--- config.mk ---
export PLATFORM = sky130hd
export DESIGN_NAME = scsi_blkcnt_wrap
export DESIGN_NICKNAME = d
export VERILOG_FILES = /design/src/rtl/sbc_pkg.sv /design/src/rtl/sbc_byte_ctr.sv /design/src/rtl/sbc_blk_ctr.sv /design/src/rtl/sbc_flag_fsm.sv /design/src/rtl/scsi_blkcnt_wrap.sv
export SDC_FILE = /design/constraint.sdc
export NUM_CORES = 1
export LEC_CHECK = 0
export BUFFER_PORTS_ARGS = -buffer_cell sky130_fd_sc_hd__buf_2
export CAP_MARGIN = 15
export CORE_UTILIZATION = 52
export DETAILED_ROUTE_END_ITERATION = 7
export HOLD_SLACK_MARGIN = 0.05
export PLACE_DENSITY_LB_ADDON = 0.2
export SETUP_SLACK_MARGIN = 0.1
export SYNTH_ARGS = -nofsm -noshare
export SYNTH_HDL_FRONTEND = slang
export SYNTH_HIERARCHICAL = 1
export SYNTH_SLANG_ARGS = --single-unit
--- constraint.sdc ---
create_clock -name clk -period 5.23 [get_ports clk]
set_clock_uncertainty 0.1 [all_clocks]
set_input_delay 0.2615 -clock clk [delete_from_list [all_inputs] [get_ports clk]]
set_output_delay 0.2615 -clock clk [all_outputs]
set_load 0.01 [all_outputs]
--- src/rtl/sbc_pkg.sv ---
package sbc_pkg;
    typedef enum logic {
        FLG_IDLE = 1'b0,
        FLG_HELD = 1'b1
    } flg_state_e;

    localparam int unsigned CSR_RST_BIT  = 7;
    localparam int unsigned CSR_GATE_BIT = 4;
endpackage

--- src/rtl/sbc_byte_ctr.sv ---
module sbc_byte_ctr #(
    parameter int unsigned BLK_BYTES = 128,
    localparam int unsigned BW = $clog2(BLK_BYTES)
) (
    input  logic          clk,
    input  logic          rst_n,
    input  logic          strobe,
    input  logic          clear,
    output logic [BW-1:0] pos,
    output logic          wrap,
    output logic          at_zero
);
    localparam logic [BW-1:0] LAST = BW'(BLK_BYTES - 1);

    // clear (block-count write) has priority over a strobe
    assign wrap    = strobe && !clear && (pos == LAST);
    assign at_zero = (pos == '0);

    always_ff @(posedge clk) begin
        if (!rst_n) begin
            pos <= '0;
        end else if (clear) begin
            pos <= '0;
        end else if (strobe) begin
            pos <= wrap ? '0 : pos + 1'b1;
        end
    end
endmodule

--- src/rtl/sbc_blk_ctr.sv ---
module sbc_blk_ctr #(
    parameter int unsigned CNT_W = 8
) (
    input  logic           clk,
    input  logic           rst_n,
    input  logic           load,
    input  logic [CNT_W-1:0] load_val,
    input  logic           zap,
    input  logic           dec,
    output logic [CNT_W:0] cnt
);
    localparam logic [CNT_W:0] FULL = {1'b1, {CNT_W{1'b0}}};

    logic [CNT_W-1:0] low_dec;
    assign low_dec = cnt[CNT_W-1:0] - 1'b1;

    always_ff @(posedge clk) begin
        if (!rst_n || zap) begin
            cnt <= '0;
        end else if (load) begin
            cnt <= (load_val == '0) ? FULL : {1'b0, load_val};
        end else if (dec) begin
            cnt <= {1'b0, low_dec};
        end
    end
endmodule

--- src/rtl/sbc_flag_fsm.sv ---
module sbc_flag_fsm
    import sbc_pkg::*;
(
    input  logic clk,
    input  logic rst_n,
    input  logic set,
    input  logic ack,
    output logic end_dma,
    output logic last_byte,
    output logic done_pulse
);
    flg_state_e state_q, state_d;

    always_comb begin
        state_d = state_q;
        unique case (state_q)
            FLG_IDLE: if (set) state_d = FLG_HELD;
            FLG_HELD: if (!set && ack) state_d = FLG_IDLE;
            default:  state_d = FLG_IDLE;
        endcase
    end

    always_ff @(posedge clk) begin
        if (!rst_n) begin
            state_q    <= FLG_IDLE;
            done_pulse <= 1'b0;
        end else begin
            state_q    <= state_d;
            done_pulse <= set;
        end
    end

    always_comb begin
        end_dma   = (state_q == FLG_HELD);
        last_byte = (state_q == FLG_HELD);
    end
endmodule

--- src/rtl/scsi_blkcnt_wrap.sv ---
module scsi_blkcnt_wrap
    import sbc_pkg::*;
#(
    parameter int unsigned DATA_W    = 8,
    parameter int unsigned BLK_BYTES = 128
) (
    input  logic              clk,
    input  logic              rst_n,
    input  logic              reg_wr,
    input  logic              reg_sel,
    input  logic [DATA_W-1:0] reg_wdata,
    output logic [DATA_W-1:0] reg_rdata,
    input  logic              dp_strobe,
    input  logic [DATA_W-1:0] dp_wdata,
    output logic [DATA_W-1:0] core_wdata,
    input  logic [DATA_W-1:0] core_rdata,
    output logic [DATA_W-1:0] dp_rdata,
    input  logic              core_irq,
    input  logic              core_irq_en,
    input  logic              core_clr_rd,
    output logic              end_dma_flag,
    output logic              last_byte_flag,
    output logic              blk_done,
    output logic              irq
);
    localparam int unsigned     BW      = $clog2(BLK_BYTES);
    localparam logic [DATA_W-1:0] CSR_INIT = DATA_W'(1) << CSR_RST_BIT;

    logic [DATA_W-1:0] csr_q;
    logic [DATA_W:0]   blk_cnt;
    logic [BW-1:0]     byte_pos;
    logic              byte_zero;
    logic              blk_wrap;
    logic              csr_wr, cnt_wr, wrap_rst;

    assign csr_wr   = reg_wr && !reg_sel;
    assign cnt_wr   = reg_wr &&  reg_sel;
    assign wrap_rst = csr_wr && reg_wdata[CSR_RST_BIT];

    always_ff @(posedge clk) begin
        if (!rst_n || wrap_rst) begin
            csr_q <= CSR_INIT;
        end else if (csr_wr) begin
            csr_q <= reg_wdata;
        end
    end

    sbc_byte_ctr #(.BLK_BYTES(BLK_BYTES)) u_byte (
        .clk     (clk),
        .rst_n   (rst_n),
        .strobe  (dp_strobe),
        .clear   (cnt_wr),
        .pos     (byte_pos),
        .wrap    (blk_wrap),
        .at_zero (byte_zero)
    );

    sbc_blk_ctr #(.CNT_W(DATA_W)) u_blk (
        .clk      (clk),
        .rst_n    (rst_n),
        .load     (cnt_wr),
        .load_val (reg_wdata),
        .zap      (wrap_rst),
        .dec      (blk_wrap),
        .cnt      (blk_cnt)
    );

    sbc_flag_fsm u_flg (
        .clk        (clk),
        .rst_n      (rst_n),
        .set        (blk_wrap),
        .ack        (core_clr_rd),
        .end_dma    (end_dma_flag),
        .last_byte  (last_byte_flag),
        .done_pulse (blk_done)
    );

    assign reg_rdata  = reg_sel ? blk_cnt[DATA_W-1:0] : csr_q;
    assign core_wdata = dp_wdata;
    assign dp_rdata   = core_rdata;
    assign irq        = core_irq && core_irq_en && csr_q[CSR_GATE_BIT] && byte_zero;
endmodule

After elaboration in Yosys (flattened, before gate mapping):

Cells that the tools add are included.

* mux-type cells: 8
* reductions and logical operators: 18
* add/sub/neg operators: 2
* eq/ne operators: 1
* bitwise gates (word level): 2

Operators by type and width (count)
* $mux 8: 4
* $logic_and 1x1->1: 9
* $logic_not 8->1: 1
* $sub 8x1->8 const B: 1
* $add 7x1->7 const B: 1
* $eq 7x7->1 const B: 1
* $logic_not 7->1: 1
* $mux 7: 1
* $logic_not 1->1: 4
* $mux 1: 2
* $not 1->1: 2
* $pmux 1 s2: 1
* $reduce_bool 2->1: 1
* $reduce_or 2->1: 1
* $logic_or 1x1->1: 1

* logic and storage cells: 36
* bits in registers: 25
* output and inout port bits: 28

Depth between registers and ports, before layout:

Gate-level depths: netlist (run 1).

* word-level depth: 8
* depth in mapped cells: 7

By module:

Netlist (run 1), hierarchy kept.

Modules (own cells, without submodules)
* scsi_blkcnt_wrap: area an instance 566.8 um^2, instances 1, cells an instance 63
* sbc_blk_ctr: area an instance 508.0 um^2, instances 1, cells an instance 59
* sbc_byte_ctr: area an instance 351.6 um^2, instances 1, cells an instance 40
* sbc_flag_fsm: area an instance 75.1 um^2, instances 1, cells an instance 6

Worst setup path before layout (run 1):

No wires, ideal clock.

* kind: flip-flop to flip-flop
* start: register u_byte.pos[0]
* end: register u_blk.cnt[5]
* buffers on the path: 1
* arrival: 2.007 ns
* data required time: 5.011 ns
* cell stages (with the launch flop): 8
* slack: 3.005 ns
* setup time: 0.119 ns
* cell sequence: dfxtp_1 ha_1 nand4_1 nor3_1 buf_2 nor4b_1 a21boi_0 o221a_2

* longest elaborated chain between the ends: 3

Ends and longest elaborated chain
* start, declared: RTL line sbc_byte_ctr.sv:9 `output logic [BW-1:0] pos,`
* start signal, assigned: RTL line sbc_byte_ctr.sv:25 `pos <= wrap ? '0 : pos + 1'b1;`
* $eq 7x7->1: RTL line sbc_byte_ctr.sv:16 `assign wrap = strobe && !clear && (pos == LAST);`
* $logic_and 1x1->1: RTL line sbc_byte_ctr.sv:16
* named net blk_wrap: RTL line scsi_blkcnt_wrap.sv:33 `logic blk_wrap;`
* $reduce_bool 2->1 (no source line)
* end signal, assigned: RTL line sbc_blk_ctr.sv:21 `cnt <= (load_val == '0) ? FULL : {1'b0, load_val};`
* end signal, assigned: RTL line sbc_blk_ctr.sv:23 `cnt <= {1'b0, low_dec};`
* end, declared: RTL line sbc_blk_ctr.sv:10 `output logic [CNT_W:0] cnt`

The timed path passes the listed nets, and every way through them passes these cells.
A chain may end at the register's enable or synchronous reset.

Worst setup path after layout (run 1):

Same ends and word-level chain as after synthesis.

==> results.json, run 1 <==
{
  "crit_required_ns": 5.35,
  "crit_fanout": 9,
  "path_cells": "ha_1 > nand4_1 > nor3_1 > nor4b_1 > a21boi_0 > o221a_2",
  "areaGrowthSynthToFinish_pct": 2.761,
  "dieWidth_um": 54.81,
  "clk_pin_slew_ns": 0.13,
  "worst_slew_pin_slew_ns": 0.8409,
  "utilization_pct": 58.55,
  "hold_viol": 0,
  "grt_pass1_wl_um": 4588,
  "ctsRootBufferMaster": "clkbuf_4",
  "holdBufCountCts": 0,
  "switchingPower_w": 0.00008890,
  "die_area_mm2": 0.003004,
  "status": "finished clean",
  "crit_path_max_incr_delay_ns": 0.74,
  "worst_path_max_delay_cell": "nor3_1",
  "final_cells": 199,
  "yosys_warnings": 6,
  "internal_power_w": 0.0002495,
  "drc": 0,
  "post_cts_buffers": 0,
  "min_delay_path_depth": 3,
  "wire_per_inst_um": 15.18,
  "cts_tree": "built",
  "ios": 60,
  "wl_um": 3020,
  "cp-end-kind": "flop",
  "fin_area_mm2": 0.001490,
  "reg2reg_from": "u_byte/pos[0]$_SDFFE_PP0P_",
  "dr.pass1.iters": 5,
  "syn_nets": 196,
  "nNetsFinal": 205,
  "overflow": 0,
  "numClockSinks": 25,
  "track_usage_pct": 21.44,
  "ctsLongestPathBuffers": 2,
  "p_per_area_mw_per_mm2": 227.1,
  "combPwrFrac_pct": 14.7,
  "p_leak_nw": 0.6186,
  "ctsResizeCount": 0,
  "grt_pass1_vias": 1044,
  "dr.first_iter.drc_count": 15,
  "rsz0062_at_grt": "no",
  "syn_avg_cell_area_um2": 9.007,
  "setup_viol": 0,
  "num_antenna_cells": 0,
  "slew_headroom_pct": 43.51,
  "min_period_over_period_pct": 52.61,
  "vias_per_cell": 5.864,
  "cp.depth": 6,
  "seq_power_share_pct": 60.3,
  "globalplace.congestion": 0.8075,
  "cts_max_level": 1,
  "start_kind": "flop",
  "drv_slew": 0,
  "p_sw_share_pct": 26.27,
  "power_w": 0.0003384,
  "crit_buf_inv": 0,
  "place_inst": 195,
  "die_y_um": 54.81,
  "min_period_ns": 2.752,
  "drtAntennaViolNets": 0,
  "rows": 18,
  "vias": 1167,
  "grt_max_degree": 15,
  "pwr-share-clk_pct": 25.1,
  "fmax_ghz": 0.3634,
  "placed_area_mm2": 0.001463,
  "hp-class": "in -> reg",
  "tns_ns": 0,
  "cts_buffers": 3,
  "place_hpwl_um": 2259,
  "antenna_found_initial": 0,
  "worstHoldStart": "reg_wdata[1]",
  "worstSetupPathType": "reg -> reg",
  "start_util_pct": 56.98,
  "insertion_delay_ns": 0.31,
  "fillers": 244,
  "drive_gt1_share_pct": 26.04,
  "reg2reg_depth": 6,
  "cp_top_family": "simple AND/OR/NAND/NOR gates",
  "peakVddDrop_mv": 0.1660,
  "core_mm2": 0.002545,
  "critical_path_arrival_ns": 2.87,
  "synthCells": 161,
  "portBuffers": 27,
  "setup.worst_path.start": "u_byte/pos[0]$_SDFFE_PP0P_",
  "syn_area_mm2": 0.001450,
  "cap_violations": 0
}
worst register-to-register path, cell delays in order, from the launching register on:
cell      delay (ns)
dfxtp_1         0.43
ha_1            0.19
nand4_1         0.20
nor3_1          0.74
nor4b_1         0.54
a21boi_0        0.19
o221a_2         0.27
power groups by stage:
stage	sequential, W	clock [W]	combinational, W
floorplan	0.000206	0	0.0000458
global placement	0.000208	0	0.0000485
detailed placement	0.000208	0	0.0000498
CTS	0.000204	0.0000884	0.0000501
global route	0.000205	0.0000962	0.0000550
finish	0.000204	0.0000849	0.0000496
final timing paths:
path / endpoint / slack [ns]
max: u_blk/cnt[5]$_SDFFE_PP0P_ / 2.48
min reg2reg: csr_q[0]$_SDFFE_PP0P_ / 0.36
min: u_blk/cnt[1]$_SDFFE_PP0P_ / 0.09
max reg2reg: u_blk/cnt[5]$_SDFFE_PP0P_ / 2.48
registers in the layout, indices dropped and copies added (netlist names):
signal,cells
u_byte/pos,7
csr_q,8
u_blk/cnt,8
u_flg/done_pulse,1
u_flg/end_dma,1
layout make-up:
class | instances | area (µm²) | area share, %
timing repair buffer | 27 | 135.1 | 9.068
sequential | 25 | 500.5 | 33.59
clock buffer | 3 | 22.52 | 1.511
clock inverter | 1 | 5.005 | 0.3359
multi-input combinational | 108 | 770.7 | 51.72
inverter | 5 | 18.77 | 1.259
tap | 30 | 37.54 | 2.519
through the flow:
| step | setup WS (ns) | hold slack (ns) |
|---|---|---|
| final | 2.478 | 0.09009 |
| after global routing | 2.220 | 0.06464 |
| after CTS | 2.492 | 0.07853 |
| after detailed placement | 2.503 | 0.3475 |
| after global placement | 2.615 | 0.3353 |
| after floorplan | 3.016 | 0.2478 |
layer usage:
layer  track usage, %  wire length [µm]  vias up
met3            6.389               150        8
met5                0                 0        -
met2            40.36              1574       27
li1                 -                 -      570
met1            23.17              1261      562
met4            4.274                34        0
layout by cell type, fill, tap and decap left out, types with 2 or more instances in the layout:
master     n
nand2b_1   5
nand2_1   14
ha_1       3
a21boi_1   7
nor2b_1    2
buf_2     27
a211oi_1   2
dfxtp_1   25
nor2_1     6
o21ai_0    4
clkbuf_4   3
a21oi_1    4
inv_1      4
nor3_1     5
nand3b_1   8
mux2i_1    2
mux2_2     8
o211ai_1   3
or3_1      3
and2_1     3
xor2_1     5
(Power assumes the default switching activity.)
==> inputs of run 2 (changes only) <==
CORE_UTILIZATION = 48   (was 52)
clock period = 2.9 ns   (was 5.23 ns; I/O delays follow)
==> run 2 against run 1 <==
  * Largest cell class unchanged
  * Highest routed layer unchanged
  * The flow now finishes with violations (design-rule violations)
  * Global-route usage down 0.41 points
  * Clock power is 84% higher
  * Maximum frequency grew 17%
==> results.json, run 2 (synthesis results as in run 1) <==
{
  "status": "finished, violations left",
  "violations": "design-rule violations",
  "layout_common_cells": "buf_2 (27), dfxtp_1 (25), nand2_1 (14), dlygate4sd3_1 (9)",
  "rows": 19,
  "crit_path_max_incr_delay_ns": 0.49,
  "crit_fanout": 9,
  "cts_max_level": 1,
  "crit_buf_inv": 1,
  "drc": 8,
  "grt_pass1_wl_um": 5361,
  "dr.first_iter.drc_count": 44,
  "drive_gt1_share_pct": 25.00,
  "post_cts_buffers": 0,
  "worst_slew_pin_slew_ns": 0.5392,
  "hp-class": "in -> reg",
  "final-seq-area_um2": 500.5,
  "p_per_area_mw_per_mm2": 392.3,
  "cts_tree": "built",
  "insertion_delay_ns": 0.31,
  "cp_top_family": "simple AND/OR/NAND/NOR gates",
  "start_kind": "flop",
  "antenna_found_initial": 0,
  "portBuffers": 27,
  "drv_slew": 0,
  "fmax_ghz": 0.4258,
  "place_inst": 198,
  "final_common_cell": "buf_2",
  "worst_path_max_delay_cell": "or4b_1",
  "ios": 60,
  "rsz0062_at_grt": "no",
  "cts_buffers": 3,
  "vias_per_cell": 5.687,
  "tns_ns": 0,
  "wl_um": 3320,
  "fin_ws_ns": 0.5515,
  "utilization_pct": 56.87,
  "dieWidth_um": 56.97,
  "peakVddDrop_mv": 0.2044,
  "place_hpwl_um": 2382,
  "drtAntennaViolNets": 0,
  "worstSetupPathType": "reg -> reg",
  "grt_pass1_vias": 1207,
  "ctsResizeCount": 0,
  "vias": 1200,
  "multi_input_comb_area_um2": 770.7,
  "critical_path_arrival_ns": 2.49,
  "cap_violations": 0,
  "num_antenna_cells": 0,
  "slew_headroom_pct": 63.55,
  "numClockSinks": 25,
  "start_util_pct": 51.69,
  "globalplace.congestion": 0.8237,
  "die_area_mm2": 0.003245,
  "core_mm2": 0.002805,
  "largestRegisters": "csr_q: 8 flops, u_blk/cnt: 8 flops, u_byte/pos: 7 flops",
  "fillers": 259,
  "overflow": 0,
  "track_usage_pct": 21.03,
  "setup_viol": 0,
  "grt_max_degree": 15,
  "nNetsFinal": 216,
  "dr.pass1.iters": 6,
  "min_period_ns": 2.349,
  "place_ws_ns": 0.6010,
  "areaGrowthSynthToFinish_pct": 10.01,
  "cp-end-kind": "flop",
  "hold_viol": 0,
  "hold_ws_ns": 0.05316,
  "crit_required_ns": 3.04,
  "min_period_over_period_pct": 80.98,
  "path_cells": "ha_1 > nand4_1 > nor3_1 > buf_4 > nor4bb_1 > or4b_1 > o211ai_1",
  "die_y_um": 56.97,
  "wire_per_inst_um": 15.73,
  "ctsRootBufferMaster": "clkbuf_4",
  "clk_pin_slew_ns": 0.13,
  "p_leak_nw": 0.6640,
  "final_cells": 211,
  "ctsLongestPathBuffers": 2
}
-- run 2: cell types whose count changed in the layout (fill, tap and decap cells not counted) --
cell	delta
dlygate4sd3_1	+9
clkbuf_1	+1
buf_4	+2
clkinv_2	-1
-- run 2: worst register-to-register path, delay by kind of cell, from the launching register on --
family / cells / cell delay (ns)
DFF: 1 / 0.43
AOI/OAI and AO/OA: 1 / 0.11
and+or+nand+nor: 4 / 1.26
buffers and inverters: 1 / 0.18
adders and majority gates: 1 / 0.19
-- run 2: final timing paths --
check	cells past startpoint	startpoint	slack (ns)	end
worst max register to register	7	u_byte/pos[0]$_SDFFE_PP0P_	0.55	u_blk/cnt[7]$_SDFFE_PP0P_
worst min-delay path	3	dp_strobe	0.05	u_byte/pos[1]$_SDFFE_PP0P_
worst max-delay path	7	u_byte/pos[0]$_SDFFE_PP0P_	0.55	u_blk/cnt[7]$_SDFFE_PP0P_
worst min register to register	2	csr_q[2]$_SDFFE_PP0P_	0.36	csr_q[2]$_SDFFE_PP0P_
-- run 2: repair_timing --
action | CTS | global route
setup endpoints to repair | 0 | 0
endpoints found under the hold margin | 14 | 0
hold buffers | 9 | 0
-- run 2: final cells by class --
type / count / area share [%]
Multi-Input combinational cell: 108 / 48.31
Inverter: 5 / 1.176
Tap cell: 31 / 2.431
Timing Repair Buffer: 38 / 15.06
Clock buffer: 4 / 1.647
Sequential cell: 25 / 31.37
-- run 2: stage by stage --
| stage | instance area [µm²] | total power [W] |
|---|---|---|
| floorplan | 1450 | 0.0004543 |
| global placement | 1479 | 0.0004629 |
| detailed placement | 1479 | 0.0004668 |
| CTS | 1595 | 0.0006312 |
| global route | 1595 | 0.0006617 |
| finish | 1595 | 0.0006258 |
-- run 2: power breakdown --
part           switching [W]  total (W)  internal, W
logic              0.0000493   0.000102    0.0000522
clock network       0.000102   0.000156    0.0000537
registers          0.0000130   0.000368     0.000355
total               0.000165   0.000626     0.000461
-- run 2: metal layers --
| metal | vias to the layer above | GRT usage [%] | part of all wire (%) |
|---|---|---|---|
| li1 | 595 | - | - |
| met1 | 569 | 24.47 | 42 |
| met2 | 34 | 37.98 | 52 |
| met3 | 2 | 4.082 | 5.6 |
| met4 | 0 | 8.014 | 0.57 |
| met5 | - | 0 | 0 |
==> inputs of run 3 (changes only) <==
clock period = 2.39 ns   (was 2.9 ns; I/O delays follow)
==> run 3 against run 2 <==
  * The flow still finishes with violations (design-rule violations)
  * Via count shrank 0.25%
  * Register-to-register slack worse by 0.22 ns
  * Die area did not move
  * Routed wire length is 2.5% higher
  * Sequential power up 22%
  * Non-clock buffer count rose by 3
  * First-iteration DRC count down 23%
  * Clock power grew 21%
  * Clock-buffer cell count down 1
  * Final cell count is 1.4% higher
  * Combinational power up 26%
  * Critical endpoint is now irq
  * Largest cell class unchanged
  * Largest power group unchanged
==> results.json, run 3 (synthesis results as in run 1) <==
{
  "status": "finished, violations left",
  "violations": "design-rule violations",
  "min_period_over_period_pct": 89.85,
  "hold_ws_ns": 0.08940,
  "final_cells": 214,
  "overflow": 0,
  "numClockSinks": 25,
  "final_common_cell": "buf_2",
  "cts_buffers": 3,
  "dieWidth_um": 56.97,
  "ctsLongestPathBuffers": 2,
  "track_usage_pct": 21.63,
  "p_per_area_mw_per_mm2": 464.3,
  "layout_common_cells": "buf_2 (27), dfxtp_1 (24), nand2_1 (14), dlygate4sd3_1 (10)",
  "min_period_ns": 2.147,
  "start_util_pct": 51.69,
  "worst_slew_pin_slew_ns": 0.3657,
  "drv_slew": 0,
  "crit_required_ns": 2.17,
  "hold_viol": 0,
  "core_mm2": 0.002805,
  "p_sw_share_pct": 26.79,
  "utilization_pct": 58.79,
  "areaGrowthSynthToFinish_pct": 13.72,
  "die_y_um": 56.97,
  "combPwrFrac_pct": 16.9,
  "place_ws_ns": 0.1817,
  "drtAntennaViolNets": 0,
  "globalplace.congestion": 0.8342,
  "clk_pin_slew_ns": 0.14,
  "slew_headroom_pct": 75.62,
  "antenna_found_initial": 0,
  "wire_per_inst_um": 15.90,
  "fin_ws_ns": 0.2426,
  "drive_gt1_share_pct": 28.42,
  "ctsRootBufferMaster": "clkbuf_4",
  "cts_tree": "built",
  "cap_violations": 0,
  "place_inst": 200,
  "crit_fanout": 5,
  "rows": 19,
  "peakVddDrop_mv": 0.2652,
  "insertion_delay_ns": 0.31,
  "critical_path_arrival_ns": 1.93,
  "tns_ns": 0,
  "portBuffers": 27,
  "worstSetupPathType": "reg -> out",
  "largestRegisters": "csr_q: 8 flops, u_blk/cnt: 8 flops, u_byte/pos: 7 flops",
  "grt_max_degree": 15,
  "setup_viol": 0,
  "rsz0062_at_grt": "no",
  "reg2reg_depth": 7,
  "drc": 8,
  "nNetsFinal": 219,
  "dr.pass1.iters": 6,
  "dr.first_iter.drc_count": 34,
  "start_kind": "flop",
  "vias_per_cell": 5.593,
  "pwr-share-clk_pct": 24.7,
  "wl_um": 3402,
  "cp-end-kind": "primary output",
  "vias": 1197,
  "grt_pass1_vias": 1206,
  "fmax_ghz": 0.4657,
  "internal_power_w": 0.0005605,
  "die_area_mm2": 0.003245,
  "ios": 60,
  "min_delay_path_depth": 3,
  "switchingPower_w": 0.0002052,
  "cts_max_level": 1,
  "grt_pass1_wl_um": 5526,
  "seq_power_share_pct": 58.5,
  "num_antenna_cells": 0,
  "hp-class": "in -> reg",
  "p_leak_nw": 0.6864,
  "place_hpwl_um": 2471
}
[run 3: power by group through the flow]
stage	sequential, W	combinational [W]	clock, W
finish	0.000448	0.000129	0.000189
detailed placement	0.000456	0.000113	0
global placement	0.000455	0.000109	0
CTS	0.000447	0.000126	0.000201
global route	0.000450	0.000141	0.000214
floorplan	0.000451	0.000100	0
[run 3: what timing repair did]
action	in CTS	in global routing
buffers inserted	0	0
hold buffers	10	0
resized for setup	0	5
endpoints found under the setup margin	0	3
hold endpoints to repair	17	0
[run 3: path summary, 6_finish.rpt]
| path | startpoint | endpoint | slack, ns |
|---|---|---|---|
| worst max-delay path | u_byte/pos[0]$_SDFFE_PP0P_ | irq | 0.24 |
| worst min-delay path | reg_wdata[7] | csr_q[2]$_SDFFE_PP0P_ | 0.09 |
| worst max register to register | u_byte/pos[1]$_SDFFE_PP0P_ | u_blk/cnt[7]$_SDFFE_PP0P_ | 0.33 |
| worst min register to register | csr_q[5]$_SDFFE_PP0P_ | csr_q[5]$_SDFFE_PP0P_ | 0.36 |
[run 3: final cells by class]
type	instances	area, µm²
multi-input combinational	108	797.0
clock buffer	3	22.52
sequential	25	501.7
clock inverter	1	5.005
inverter	5	18.77
timing repair buffer	41	265.3
tap	31	38.79
fill	264	1156
[run 3: critical path, stage by stage, from the launching register on]
cell     delay [ns]
dfxtp_2        0.37
inv_1          0.06
ha_1           0.15
or4b_2         0.60
nor3_2         0.12
and4_1         0.19
buf_2          0.12
[run 3: routing by layer]
metal	vias up	global-route usage, %	routed length (µm)
li1	597	-	-
met1	572	23.87	1405
met2	26	42.02	1830
met3	2	5.215	155
met4	0	3.833	10
met5	-	0	0
[run 3: metrics by stage]
step	instance area (µm²)	total power [W]
floorplan	1450	0.0005512
global placement	1494	0.0005634
global route	1649	0.0008048
finish	1649	0.0007656
CTS	1622	0.0007740
detailed placement	1494	0.0005686
